==> config.mk <==
export PLATFORM = sky130hd
export DESIGN_NAME = irq_dist
export DESIGN_NICKNAME = d
export VERILOG_FILES = /design/src/rtl/irq_dist_pkg.sv /design/src/rtl/irq_dist_capture.sv /design/src/rtl/irq_dist_regs.sv /design/src/rtl/irq_dist_fanout.sv /design/src/rtl/irq_dist.sv
export SDC_FILE = /design/constraint.sdc
export NUM_CORES = 1
export LEC_CHECK = 0
export ABC_AREA = 1
export CORE_MARGIN = 4
export CORE_UTILIZATION = 35
export DETAILED_ROUTE_END_ITERATION = 16
export DONT_BUFFER_PORTS = 1
export HOLD_SLACK_MARGIN = 0.06
export MAX_ROUTING_LAYER = met4
export PLACE_DENSITY_LB_ADDON = 0.15
export RECOVER_POWER = 25
export SYNTH_ARGS = -nofsm -noshare
export SYNTH_HDL_FRONTEND = slang
export SYNTH_SLANG_ARGS = --single-unit
==> constraint.sdc <==
create_clock -name clk_i -period 1.84 [get_ports clk_i]
set_input_delay 0.276 -clock clk_i [delete_from_list [all_inputs] [get_ports clk_i]]
set_output_delay 0.276 -clock clk_i [all_outputs]
set_load 0.01 [all_outputs]
==> src/rtl/irq_dist_pkg.sv <==
package irq_dist_pkg;
  localparam int unsigned EN_SET_ADDR  = 'h00;
  localparam int unsigned EN_CLR_ADDR  = 'h01;
  localparam int unsigned ACK_ADDR     = 'h02;
  localparam int unsigned ROUTE_BASE   = 'h10;
  localparam int unsigned RESERVED_LOW = 2;
endpackage

==> src/rtl/irq_dist_capture.sv <==
module irq_dist_capture #(
  parameter int unsigned NUM_LINES = 8,
  parameter logic [NUM_LINES-1:0] EDGE_MASK = '0
) (
  input  logic                 clk_i,
  input  logic                 rst_ni,
  input  logic [NUM_LINES-1:0] line_i,
  input  logic [NUM_LINES-1:0] ack_i,
  output logic [NUM_LINES-1:0] active_o,
  output logic [NUM_LINES-1:0] pend_o
);
  logic [NUM_LINES-1:0] meta_q, sync_q;

  always_ff @(posedge clk_i or negedge rst_ni) begin
    if (!rst_ni) begin
      meta_q <= '0;
      sync_q <= '0;
    end else begin
      meta_q <= line_i;
      sync_q <= meta_q;
    end
  end

  for (genvar k = 0; k < NUM_LINES; k++) begin : g_line
    if (EDGE_MASK[k]) begin : g_edge
      logic prev_q, pend_q;
      always_ff @(posedge clk_i or negedge rst_ni) begin
        if (!rst_ni) begin
          prev_q <= 1'b0;
          pend_q <= 1'b0;
        end else begin
          prev_q <= sync_q[k];
          // a fresh edge wins over a simultaneous acknowledge
          if (sync_q[k] && !prev_q)  pend_q <= 1'b1;
          else if (ack_i[k])         pend_q <= 1'b0;
        end
      end
      assign active_o[k] = pend_q;
      assign pend_o[k]   = pend_q;
    end else begin : g_level
      logic unused_ack;
      assign unused_ack  = ack_i[k];
      assign active_o[k] = sync_q[k];
      assign pend_o[k]   = 1'b0;
    end
  end
endmodule

==> src/rtl/irq_dist_regs.sv <==
module irq_dist_regs
  import irq_dist_pkg::*;
#(
  parameter int unsigned NUM_LINES = 8,
  parameter int unsigned NUM_CORES = 4,
  parameter int unsigned ADDR_W    = 8,
  parameter int unsigned DATA_W    = 32
) (
  input  logic                                 clk_i,
  input  logic                                 rst_ni,
  input  logic                                 we_i,
  input  logic [ADDR_W-1:0]                    addr_i,
  input  logic [DATA_W-1:0]                    wdata_i,
  input  logic [NUM_LINES-1:0]                 pend_i,
  output logic [DATA_W-1:0]                    rdata_o,
  output logic [NUM_LINES-1:0]                 en_o,
  output logic [NUM_LINES-1:0][NUM_CORES-1:0]  route_o,
  output logic [NUM_LINES-1:0]                 ack_o
);
  localparam logic [ADDR_W-1:0] A_SET  = ADDR_W'(EN_SET_ADDR);
  localparam logic [ADDR_W-1:0] A_CLR  = ADDR_W'(EN_CLR_ADDR);
  localparam logic [ADDR_W-1:0] A_ACK  = ADDR_W'(ACK_ADDR);
  localparam logic [ADDR_W-1:0] A_RT   = ADDR_W'(ROUTE_BASE);
  localparam logic [ADDR_W-1:0] N_RT   = ADDR_W'(NUM_LINES);

  logic [NUM_LINES-1:0]                en_q;
  logic [NUM_LINES-1:0][NUM_CORES-1:0] route_q;
  logic [NUM_LINES-1:0]                wmask;
  logic [ADDR_W-1:0]                   rt_off;
  logic                                rt_hit;
  logic                                unused_wdata;

  assign wmask        = wdata_i[NUM_LINES-1:0];
  assign rt_off       = addr_i - A_RT;
  assign rt_hit       = (addr_i >= A_RT) && (rt_off < N_RT);
  assign unused_wdata = ^wdata_i;

  always_ff @(posedge clk_i or negedge rst_ni) begin
    if (!rst_ni) begin
      en_q <= '0;
    end else if (we_i && addr_i == A_SET) begin
      en_q <= en_q | wmask;
    end else if (we_i && addr_i == A_CLR) begin
      en_q <= en_q & ~wmask;
    end
  end

  for (genvar k = 0; k < NUM_LINES; k++) begin : g_route
    always_ff @(posedge clk_i or negedge rst_ni) begin
      if (!rst_ni)
        route_q[k] <= NUM_CORES'(1);
      else if (we_i && rt_hit && rt_off == ADDR_W'(k))
        route_q[k] <= wdata_i[NUM_CORES-1:0];
    end
  end

  assign ack_o = (we_i && addr_i == A_ACK) ? wmask : '0;

  always_comb begin
    rdata_o = '0;
    if (addr_i == A_SET || addr_i == A_CLR) begin
      rdata_o[NUM_LINES-1:0] = en_q;
    end else if (addr_i == A_ACK) begin
      rdata_o[NUM_LINES-1:0] = pend_i;
    end else if (rt_hit) begin
      for (int k = 0; k < NUM_LINES; k++)
        if (rt_off == ADDR_W'(k)) rdata_o[NUM_CORES-1:0] = route_q[k];
    end
  end

  assign en_o    = en_q;
  assign route_o = route_q;
endmodule

==> src/rtl/irq_dist_fanout.sv <==
module irq_dist_fanout #(
  parameter int unsigned NUM_LINES = 8,
  parameter int unsigned NUM_CORES = 4
) (
  input  logic [NUM_LINES-1:0]                active_i,
  input  logic [NUM_LINES-1:0]                en_i,
  input  logic [NUM_LINES-1:0][NUM_CORES-1:0] route_i,
  output logic [NUM_CORES*NUM_LINES-1:0]      irq_o
);
  logic [NUM_LINES-1:0] gated;
  assign gated = active_i & en_i;

  for (genvar n = 0; n < NUM_CORES; n++) begin : g_core
    for (genvar k = 0; k < NUM_LINES; k++) begin : g_line
      assign irq_o[n*NUM_LINES+k] = gated[k] & route_i[k][n];
    end
  end
endmodule

==> src/rtl/irq_dist.sv <==
module irq_dist
  import irq_dist_pkg::*;
#(
  parameter int unsigned NUM_LINES = 8,
  parameter int unsigned NUM_CORES = 4,
  parameter int unsigned ADDR_W    = 8,
  parameter int unsigned DATA_W    = 32,
  parameter logic [NUM_LINES-1:0] EDGE_MASK = 8'h0F
) (
  input  logic                             clk_i,
  input  logic                             rst_ni,
  input  logic [NUM_LINES+1:0]             ext_irq_i,
  input  logic                             we_i,
  input  logic [ADDR_W-1:0]                addr_i,
  input  logic [DATA_W-1:0]                wdata_i,
  output logic [DATA_W-1:0]                rdata_o,
  output logic [NUM_CORES*NUM_LINES-1:0]   irq_o
);
  localparam int unsigned EXT_W = NUM_LINES + RESERVED_LOW;

  logic [NUM_LINES-1:0]                line_in, active, pend, ack, en_q;
  logic [NUM_LINES-1:0][NUM_CORES-1:0] route_q;
  logic                                unused_ipi;

  // low indices carry inter-processor signals, handled elsewhere
  assign line_in    = ext_irq_i[EXT_W-1:RESERVED_LOW];
  assign unused_ipi = ^ext_irq_i[RESERVED_LOW-1:0];

  irq_dist_capture #(.NUM_LINES(NUM_LINES), .EDGE_MASK(EDGE_MASK)) u_capture (
    .clk_i, .rst_ni, .line_i(line_in), .ack_i(ack), .active_o(active), .pend_o(pend)
  );

  irq_dist_regs #(
    .NUM_LINES(NUM_LINES), .NUM_CORES(NUM_CORES), .ADDR_W(ADDR_W), .DATA_W(DATA_W)
  ) u_regs (
    .clk_i, .rst_ni, .we_i, .addr_i, .wdata_i, .pend_i(pend), .rdata_o,
    .en_o(en_q), .route_o(route_q), .ack_o(ack)
  );

  irq_dist_fanout #(.NUM_LINES(NUM_LINES), .NUM_CORES(NUM_CORES)) u_fanout (
    .active_i(active), .en_i(en_q), .route_i(route_q), .irq_o
  );
endmodule

==> flow_summary.toml, run 1 <==
[status]
status = "finished clean"

[floorplanning]
fp.dieH_um = 103
start_util_pct = 36.3
ios = 117
row_count = 34
dieWidth_um = 103
placeableCoreArea_um2 = 8760
die-area_um2 = 10700

[placed_design]
port_buffers = 0
pre_cts_ws_ps = 16.8
dp_hpwl_um = 6050
gp_congestion = 0.842

[detailed_routing]
drt_first_iter_violations = 90
routed_wl_um = 8230
wire_per_inst_um = 15.0
firstDrtPassIters = 4
drt-vias-per-instance = 4.55
num_vias = 2505
drc = 0
ant_nets = 0

[power_and_ir_drop]
ir_drop_v = 0.000453
switching_share_pct = 24.6
powerDensity_nw_per_um2 = 810
leakage_nw = 1.69
p_comb_share_pct = 5.7
clkPwrFrac_pct = 45.4
power_frac_seq_pct = 48.9
netSwitchingPower_uw = 731
internal_power_mw = 2.24

[cells_and_area]
area_growth_pct = 15.4
nNetsFinal = 490
drive_gt1_share_pct = 14.3
antennaDiodeCount = 0
final_util_pct = 41.9

[sta]
final_max_slew_viol_count = 0
period_needed_ps = 1840
hold_viol_final = 0
hold_slack_ps = 126
skew_ps = 8.10
worst_pin_slew_ps = 866
setup_violations = 0
finalWorstSetupSlack_ps = 4.52
max_freq_mhz = 545
rsz0062_at_grt = "true"
max_slew_margin_pct = 42.2
finalCritPeriodShare_pct = 99.8

[global_route]
grt_pass1_wl_um = 12900
grt_max_degree = 65
antenna_found_initial = 0
overflow = 0
grt_pass1_vias = 2513
grt_usage_pct = 16.9

[flow_run]
max_cap_viol_count = 0

[synthesis]
ys_seq_area_share_pct = 50.6
syn_inst = 407
synth-seq-cells = 64
yosysUniqueCellTypes = 23
syn_area_um2 = 3180
synth_area_per_cell_um2 = 7.82
yosysWarnings = 0

[worst_setup_path]
critPathMaxFanout = 3
worst_ep_required_time_ps = 1560
critical_path_arrival_ps = 1560
startpoint_type = "flop"
reg2reg_setup_slack_ps = 1050
critPathKind = "flop to output pin"
critPathCaptureType = "output pin"

[cts]
cts_buffers = 9
insertion_delay_ps = 350
cts_tree = "done"
clock-sinks = 64
cts_buffer_depth = 2
cts-root-buf = "clkbuf_8"
htree_levels = 3
cts.clk_slew.worst_paths_ps = 80

[hold_path]
min_path_type = "primary input to flop"
[metal layers]
metal,up-vias,part of all wire (%),track usage (%)
li1,1255,-,-
met1,1161,46,21.7
met2,77,44,24.8
met3,12,8.4,5.30
met4,0,1.6,6.57
met5,-,0,-
[critical path, stage by stage, from the launching register on]
cell,delay [ps]
dfstp_2,560
nand3_2,70
nand2_1,60
inv_1,40
nand2_1,50
nand2_1,60
nand4_1,90
nand2_1,60
nand2_1,70
nand2_1,70
nand3_2,100
[repair_timing]
item,in CTS,in global routing
hold buffers,10,0
pin swaps,4,5
endpoints found under the setup margin,3,4
cloned,0,0
gates resized for setup,5,14
buffers inserted,0,2
endpoints found under the hold margin,72,0
[cell usage after synthesis, drive strengths merged]
master | number | area, µm²
a21oi | 2 | 21.3
buf | 24 | 180
conb | 1 | 3.75
dfrtp | 56 | 1400
dfstp | 8 | 210
inv | 75 | 282
mux2i | 4 | 40.0
nand2 | 110 | 415
nand3 | 14 | 70.1
nand4 | 4 | 25.0
nor2 | 54 | 236
nor3 | 6 | 41.3
nor4 | 2 | 18.8
o21ai | 46 | 230
o22ai | 1 | 6.26
[worst paths after layout]
| kind | start | end | cells past startpoint |
|---|---|---|---|
| min in group asynchronous | rst_ni | u_regs.route_o[27]$_DFFE_PN0P_ | 2 |
| min | wdata_i[4] | flop | 3 |
| max reg2reg | u_regs.route_o[2]$_DFFE_PN0P_ | u_regs.route_o[2]$_DFFE_PN0P_ | 3 |
| max in group asynchronous | rst_ni | u_regs.route_o[15]$_DFFE_PN0P_ | 2 |
| min reg2reg | u_capture.meta_q[4]$_DFF_PN0_ | u_capture.sync_q[4]$_DFF_PN0_ | 0 |
| max | u_regs.route_o[4]$_DFFE_PN1P_ | rdata_o[0] | 10 |
[cells by family (layout without fill, tap and decap cells)]
| kind of cell | after synthesis | in the layout | share of synthesized area, % |
|---|---|---|---|
| compound gates | 49 | 49 | 8.10 |
| buf+inv | 99 | 111 | 14.5 |
| flops | 64 | 64 | 50.6 |
| mux | 4 | 4 | 1.26 |
| other cells | 1 | 24 | 0.118 |
| simple gates | 190 | 190 | 25.4 |
[power groups by stage]
stage          Clock, mW  Combinational, mW  Sequential, mW
4_1_cts             1.38              0.174            1.45
5_1_grt             1.46              0.197            1.46
2_1_floorplan          0              0.125            1.48
3_5_place_dp           0              0.123            1.48
6_report            1.35              0.170            1.45
3_3_place_gp           0              0.121            1.48
[area by class of cell]
cell class,instances,area (µm²)
timing repair buffer,20,173
fill,916,5090
clock buffer,9,124
tap,108,135
multi-input combinational,267,1250
clock inverter,7,96.3
inverter,75,282
sequential,64,1610
[through the flow]
step	power [mW]	instances	TNS (ps)	instance area [µm²]
after detailed placement	1.60	522	0	3280
after CTS	3.01	548	-14.2	3640
after global routing	3.12	550	-298	3670
after global placement	1.60	522	0	3280
after floorplan	1.60	430	0	3270
final	2.97	550	0	3670
[cells in the final DEF, fill, tap and decap left out, types with 2 or more instances in the layout]
| cell type | netlist | routed |
|---|---|---|
| buf_4 | 24 | 10 |
| bufinv_16 | 0 | 2 |
| clkbuf_8 | 0 | 9 |
| clkinvlp_4 | 0 | 3 |
| conb_1 | 1 | 24 |
| dfrtp_1 | 56 | 56 |
| dfstp_2 | 8 | 8 |
| dlygate4sd3_1 | 0 | 9 |
| inv_1 | 71 | 68 |
| inv_2 | 4 | 7 |
| mux2i_1 | 4 | 4 |
| nand2_1 | 109 | 107 |
| nand2_2 | 1 | 3 |
| nand3_1 | 14 | 8 |
| nand3_2 | 0 | 6 |
| nand4_1 | 4 | 4 |
| nor2_1 | 50 | 47 |
| nor2_2 | 1 | 3 |
| nor2_4 | 2 | 3 |
| nor3_1 | 5 | 4 |
| o21ai_0 | 46 | 44 |
Power figures use the tool's default switching activity.
==> run 2, diff against run 1 <==
--- a/config.mk
+++ b/config.mk
@@ -14,6 +14,7 @@
 export MAX_ROUTING_LAYER = met4
 export PLACE_DENSITY_LB_ADDON = 0.15
 export RECOVER_POWER = 25
+export REMOVE_ABC_BUFFERS = 1
 export SYNTH_ARGS = -nofsm -noshare
 export SYNTH_HDL_FRONTEND = slang
 export SYNTH_SLANG_ARGS = --single-unit
==> constraint.sdc (replaced) <==
create_clock -name clk_i -period 1.84 [get_ports clk_i]
set_input_delay 0 -clock clk_i [delete_from_list [all_inputs] [get_ports clk_i]]
set_output_delay 0 -clock clk_i [all_outputs]
set_load 0.01 [all_outputs]
==> run 2 against run 1 <==
Power up 4.8%. Routed wire length decreased by 0.53%. Clock power rose by 9%. Non-clock buffer count rose by 12. Critical path depth up 1. Final area rose by 2.8%. Largest cell class unchanged. Largest power group is now clock.
==> flow_summary.toml, run 2 (synthesis gave the netlist of run 1 again) <==
[detailed_routing]
num_vias = 2583
routed_wl_um = 8190
drc = 0
firstDrtPassIters = 5
ant_nets = 0
drt-vias-per-instance = 4.60
drt_first_iter_violations = 130
wire_per_inst_um = 14.6

[sta]
period_needed_ps = 1710
skew_ps = 3.57
finalCritPeriodShare_pct = 92.9
finalWorstSetupSlack_ps = 131
worst_pin_slew_ps = 1440
setup-tns-final_ps = 0
final_max_slew_viol_count = 0
hold_viol_final = 0
setup_violations = 0
max_freq_mhz = 585
max_slew_margin_pct = 4.17

[worst_setup_path]
critical_path_arrival_ps = 1940
path_common_cell = "inv_2"
critPathMaxStageDelay_ps = 580
crit_start = "addr_i[0]"
startpoint_type = "primary input"
worst_ep_required_time_ps = 2070
critPathMaxFanout = 9
slowest_stage = "dlygate4sd3_1"
critPathCaptureType = "flop"
critPathKind = "primary input to flop"
cp_cell_sequence = "inv_2 -> nand2_1 -> nor2_2 -> inv_2 -> a21oi_4 -> inv_2 -> nor2_8 -> nand2_1 -> mux2i_1 -> dlygate4sd3_1 -> inv_1"

[floorplanning]
row_count = 34
start_util_pct = 36.3
die-area_um2 = 10700
placeableCoreArea_um2 = 8760
fp.dieH_um = 103
ios = 117
dieWidth_um = 103

[flow_run]
max_cap_viol_count = 0

[cts]
cts_resized = 0
cts-root-buf = "clkbuf_8"
cts_buffers = 9
cts_buffer_depth = 2
clock-sinks = 64
cts.clk_slew.worst_paths_ps = 70
cts_tree = "done"
insertion_delay_ps = 330
htree_levels = 3

[power_and_ir_drop]
internal_power_mw = 2.40
ir_drop_v = 0.000477
leakage_nw = 1.72
p_comb_share_pct = 6.2
netSwitchingPower_uw = 716
switching_share_pct = 23.0
power_frac_seq_pct = 46.7
clkPwrFrac_pct = 47.2
powerDensity_nw_per_um2 = 826

[cells_and_area]
final_common_cell = "nand2_1"
final_util_pct = 43.1
multi_input_area_um2 = 1190
stdcell_area_um2 = 3770
area_growth_pct = 18.6
drive_gt1_share_pct = 8.81
nFillCells = 888
nNetsFinal = 502
finalNonFillerCells = 562
antennaDiodeCount = 0
ff_latch_area_um2 = 1610
mostFrequentLayoutCells = "nand2_1, inv_1, dfrtp_1"

[global_route]
grt_pass1_vias = 2563
grt_usage_pct = 16.9
grt_pass1_wl_um = 13200
antenna_found_initial = 0
grt_max_degree = 65
overflow = 0

[placed_design]
dpl-instance-area_um2 = 3230
pre_cts_ws_ps = 346
port_buffers = 0
gp_congestion = 0.886
placed_cells = 515
dp_hpwl_um = 5990

[hold_path]
hp-start = "wdata_i[2]"
min_path_type = "primary input to flop"

[status]
status = "finished clean"
## run 2: cell count changes in the layout (fill, tap and decap cells not counted), sizes merged
| cell | previous run | this run |
|---|---|---|
| dlygate4sd3 | 9 | 28 |
| buf | 10 | 4 |
| clkinvlp | 3 | 1 |
| bufinv | 2 | 3 |
| clkbuf | 10 | 9 |
| clkinv | 2 | 3 |
## run 2: repair_timing
item	in CTS	in global routing
setup endpoints to repair	0	1
buffers inserted	0	2
hold endpoints to repair	113	0
hold buffers	29	0
## run 2: worst max-delay path, delay by kind of cell
| family | cells | cell delay, ps |
|---|---|---|
| muxes | 1 | 160 |
| and+or+nand+nor | 4 | 580 |
| AOI/OAI and AO/OA | 1 | 230 |
| buffers and inverters | 5 | 970 |
## run 2: through the flow
stage	hold WS [ps]	power, mW
floorplan	-296	1.56
global placement	-293	1.60
detailed placement	-293	1.60
CTS	61.6	3.16
global route	79.7	3.25
finish	47.6	3.12
## run 2: area by class of cell
type | instances | area share (%)
timing repair buffer | 32 | 8.15
tap | 108 | 3.58
inverter | 75 | 7.46
sequential | 64 | 42.7
multi-input combinational | 267 | 31.7
clock inverter | 7 | 3.18
clock buffer | 9 | 3.28
## run 2: worst paths after layout
kind,to,slack [ps],cells after the start
worst max register to register,flop,550,5
worst max-delay path,flop,130,11
min in group asynchronous,u_capture.meta_q[6]$_DFF_PN0_,540,2
max in group asynchronous,u_capture.g_line[1].g_edge.pend_q$_DFFE_PN0P_,430,2
worst min-delay path,u_regs.route_o[26]$_DFFE_PN0P_,50,2
worst min register to register,u_capture.sync_q[7]$_DFF_PN0_,350,0
## run 2: power groups by stage
| stage | combinational, mW | clock (mW) | sequential (mW) |
|---|---|---|---|
| 2_1_floorplan | 0.0873 | 0 | 1.48 |
| 3_3_place_gp | 0.116 | 0 | 1.48 |
| 3_5_place_dp | 0.116 | 0 | 1.48 |
| 4_1_cts | 0.199 | 1.51 | 1.45 |
| 5_1_grt | 0.220 | 1.57 | 1.46 |
| 6_report | 0.192 | 1.47 | 1.45 |
## run 2: layer usage
metal	wire, µm	global-route usage [%]	up-vias	share of wire (%)
li1	-	-	1280	-
met1	3710	23.3	1210	45
met2	3710	24.5	91	45
met3	751	4.16	2	9.2
met4	15	5.38	0	0.18
met5	0	-	-	0
==> run 3, diff against run 2 <==
--- a/config.mk
+++ b/config.mk
@@ -6,7 +6,6 @@
 export NUM_CORES = 1
 export LEC_CHECK = 0
 export ABC_AREA = 1
-export CORE_MARGIN = 4
 export CORE_UTILIZATION = 35
 export DETAILED_ROUTE_END_ITERATION = 16
 export DONT_BUFFER_PORTS = 1
==> constraint.sdc (replaced) <==
create_clock -name clk_i -period 1.83 [get_ports clk_i]
set_input_delay 0 -clock clk_i [delete_from_list [all_inputs] [get_ports clk_i]]
set_output_delay 0 -clock clk_i [all_outputs]
set_load 0.01 [all_outputs]
==> run 3 against run 2 <==
Critical path depth stayed put. Power fell by 2.8%. Sequential power about the same. Register-to-register slack barely moved. Via count fell by 0.23%. Non-clock buffer count is 1 lower. Global-route usage is 1.5 points higher. Final cell count down 0.18%. Highest routed layer unchanged.
==> flow_summary.toml, run 3 (synthesis gave the netlist of run 1 again) <==
[global_route]
antenna_found_initial = 0
overflow = 0
grt_max_degree = 65
grt_pass1_vias = 2503
grt_pass1_wl_um = 12900
grt_usage_pct = 18.4

[floorplanning]
placeableCoreArea_um2 = 8760
ios = 117
fp.dieH_um = 97.3
start_util_pct = 36.3
dieWidth_um = 97.3
die-area_um2 = 9480
row_count = 34

[placed_design]
port_buffers = 0
dp_hpwl_um = 5700
gp_congestion = 0.856
placed_cells = 516
dpl-instance-area_um2 = 3240

[sta]
setup-tns-final_ps = 0
max_freq_mhz = 611
max_slew_margin_pct = 6.61
final_max_slew_viol_count = 0
worst_pin_slew_ps = 1400
period_needed_ps = 1640
hold_slack_ps = 93.3
rsz0062_at_grt = "false"
setup_violations = 0
hold_viol_final = 0
finalCritPeriodShare_pct = 89.5
skew_ps = 2.87

[hold_path]
min_path_type = "primary input to flop"
holdPathStages = 2

[cts]
insertion_delay_ps = 340
cts.clk_slew.worst_paths_ps = 80
cts_buffer_depth = 2
cts_tree = "done"
cts-root-buf = "clkbuf_8"
htree_levels = 3
clock-sinks = 64
postCtsSetupBuffers = 0
cts_buffers = 9
cts_resized = 0

[power_and_ir_drop]
total_power_mw = 3.03
ir_drop_v = 0.000434
leakage_nw = 1.70
powerDensity_nw_per_um2 = 808

[cells_and_area]
antennaDiodeCount = 0
mostFrequentLayoutCells = "nand2_1, inv_1, dfrtp_1"
final_common_cell = "nand2_1"
drive_gt1_share_pct = 8.61
area_growth_pct = 17.9
finalNonFillerCells = 561
stdcell_area_um2 = 3750
nNetsFinal = 501

[worst_setup_path]
worst_ep_required_time_ps = 2080
cp_top_family = "buffers and inverters"
path_buf_inv = 5
slowest_stage = "dlygate4sd3_1"
startpoint_type = "primary input"
critPathMaxFanout = 9
cp_cell_sequence = "inv_2 -> nand2_1 -> nor2_2 -> inv_2 -> a21oi_4 -> inv_2 -> nor2_8 -> nand2_1 -> mux2i_1 -> dlygate4sd3_1 -> inv_1"
critPathCaptureType = "flop"
worst-r2r-cell-count = 5
critPathMaxStageDelay_ps = 570
reg2reg_setup_slack_ps = 540
crit_cells = 11
critical_path_arrival_ps = 1880
critPathKind = "primary input to flop"
path_common_cell = "inv_2"

[detailed_routing]
ant_nets = 0
num_vias = 2577
drc = 0
drt-vias-per-instance = 4.59
firstDrtPassIters = 4
routed_wl_um = 7820
drt_first_iter_violations = 137
wire_per_inst_um = 13.9

[status]
status = "finished clean"

[flow_run]
max_cap_viol_count = 0
[run 3: changes by cell type in the layout (fill, tap and decap cells not counted), sizes merged]
cell,before,now
bufinv,3,2
inv,75,77
buf,4,3
clkinv,3,2
[run 3: per-layer routing]
layer	up-vias	global-route usage (%)	wire length, µm
li1	1284	-	-
met1	1208	23.9	3720
met2	74	27.0	3380
met3	11	5.54	587
met4	0	6.90	140
met5	-	-	0
[run 3: power breakdown]
| part | total, mW | internal (mW) | switching, mW |
|---|---|---|---|
| Sequential | 1.46 | 1.45 | 0.0143 |
| Combinational | 0.192 | 0.0595 | 0.132 |
| Clock | 1.38 | 0.780 | 0.596 |
[run 3: area by class of cell]
cell class | instances | area [µm²]
Clock buffer | 9 | 124
Sequential cell | 64 | 1610
Inverter | 75 | 282
Clock inverter | 7 | 103
Multi-Input combinational cell | 267 | 1190
Timing Repair Buffer | 31 | 300
Tap cell | 108 | 135
Fill cell | 890 | 5010
[run 3: metrics by stage]
| stage | setup slack, ps | util (%) |
|---|---|---|
| global placement | 369 | 37.0 |
| CTS | 192 | 43.0 |
| detailed placement | 353 | 37.0 |
| floorplan | 674 | - |
| finish | 193 | 42.8 |
| global route | 43.0 | 42.8 |
[run 3: final timing paths]
path / start / endpoint
max in group asynchronous: rst_ni / u_regs.route_o[26]$_DFFE_PN0P_
hold / removal: wdata_i[0] / u_regs.route_o[12]$_DFFE_PN1P_
hold reg to reg: u_capture.meta_q[6]$_DFF_PN0_ / u_capture.sync_q[6]$_DFF_PN0_
min in group asynchronous: rst_ni / u_capture.sync_q[3]$_DFF_PN0_
setup reg to reg: flop / flop
setup / recovery: addr_i[0] / flop
[run 3: repair_timing]
action | 4_1_cts | 5_1_grt
hold endpoints to repair | 115 | 0
hold buffers | 29 | 0
setup endpoints to repair | 0 | 0
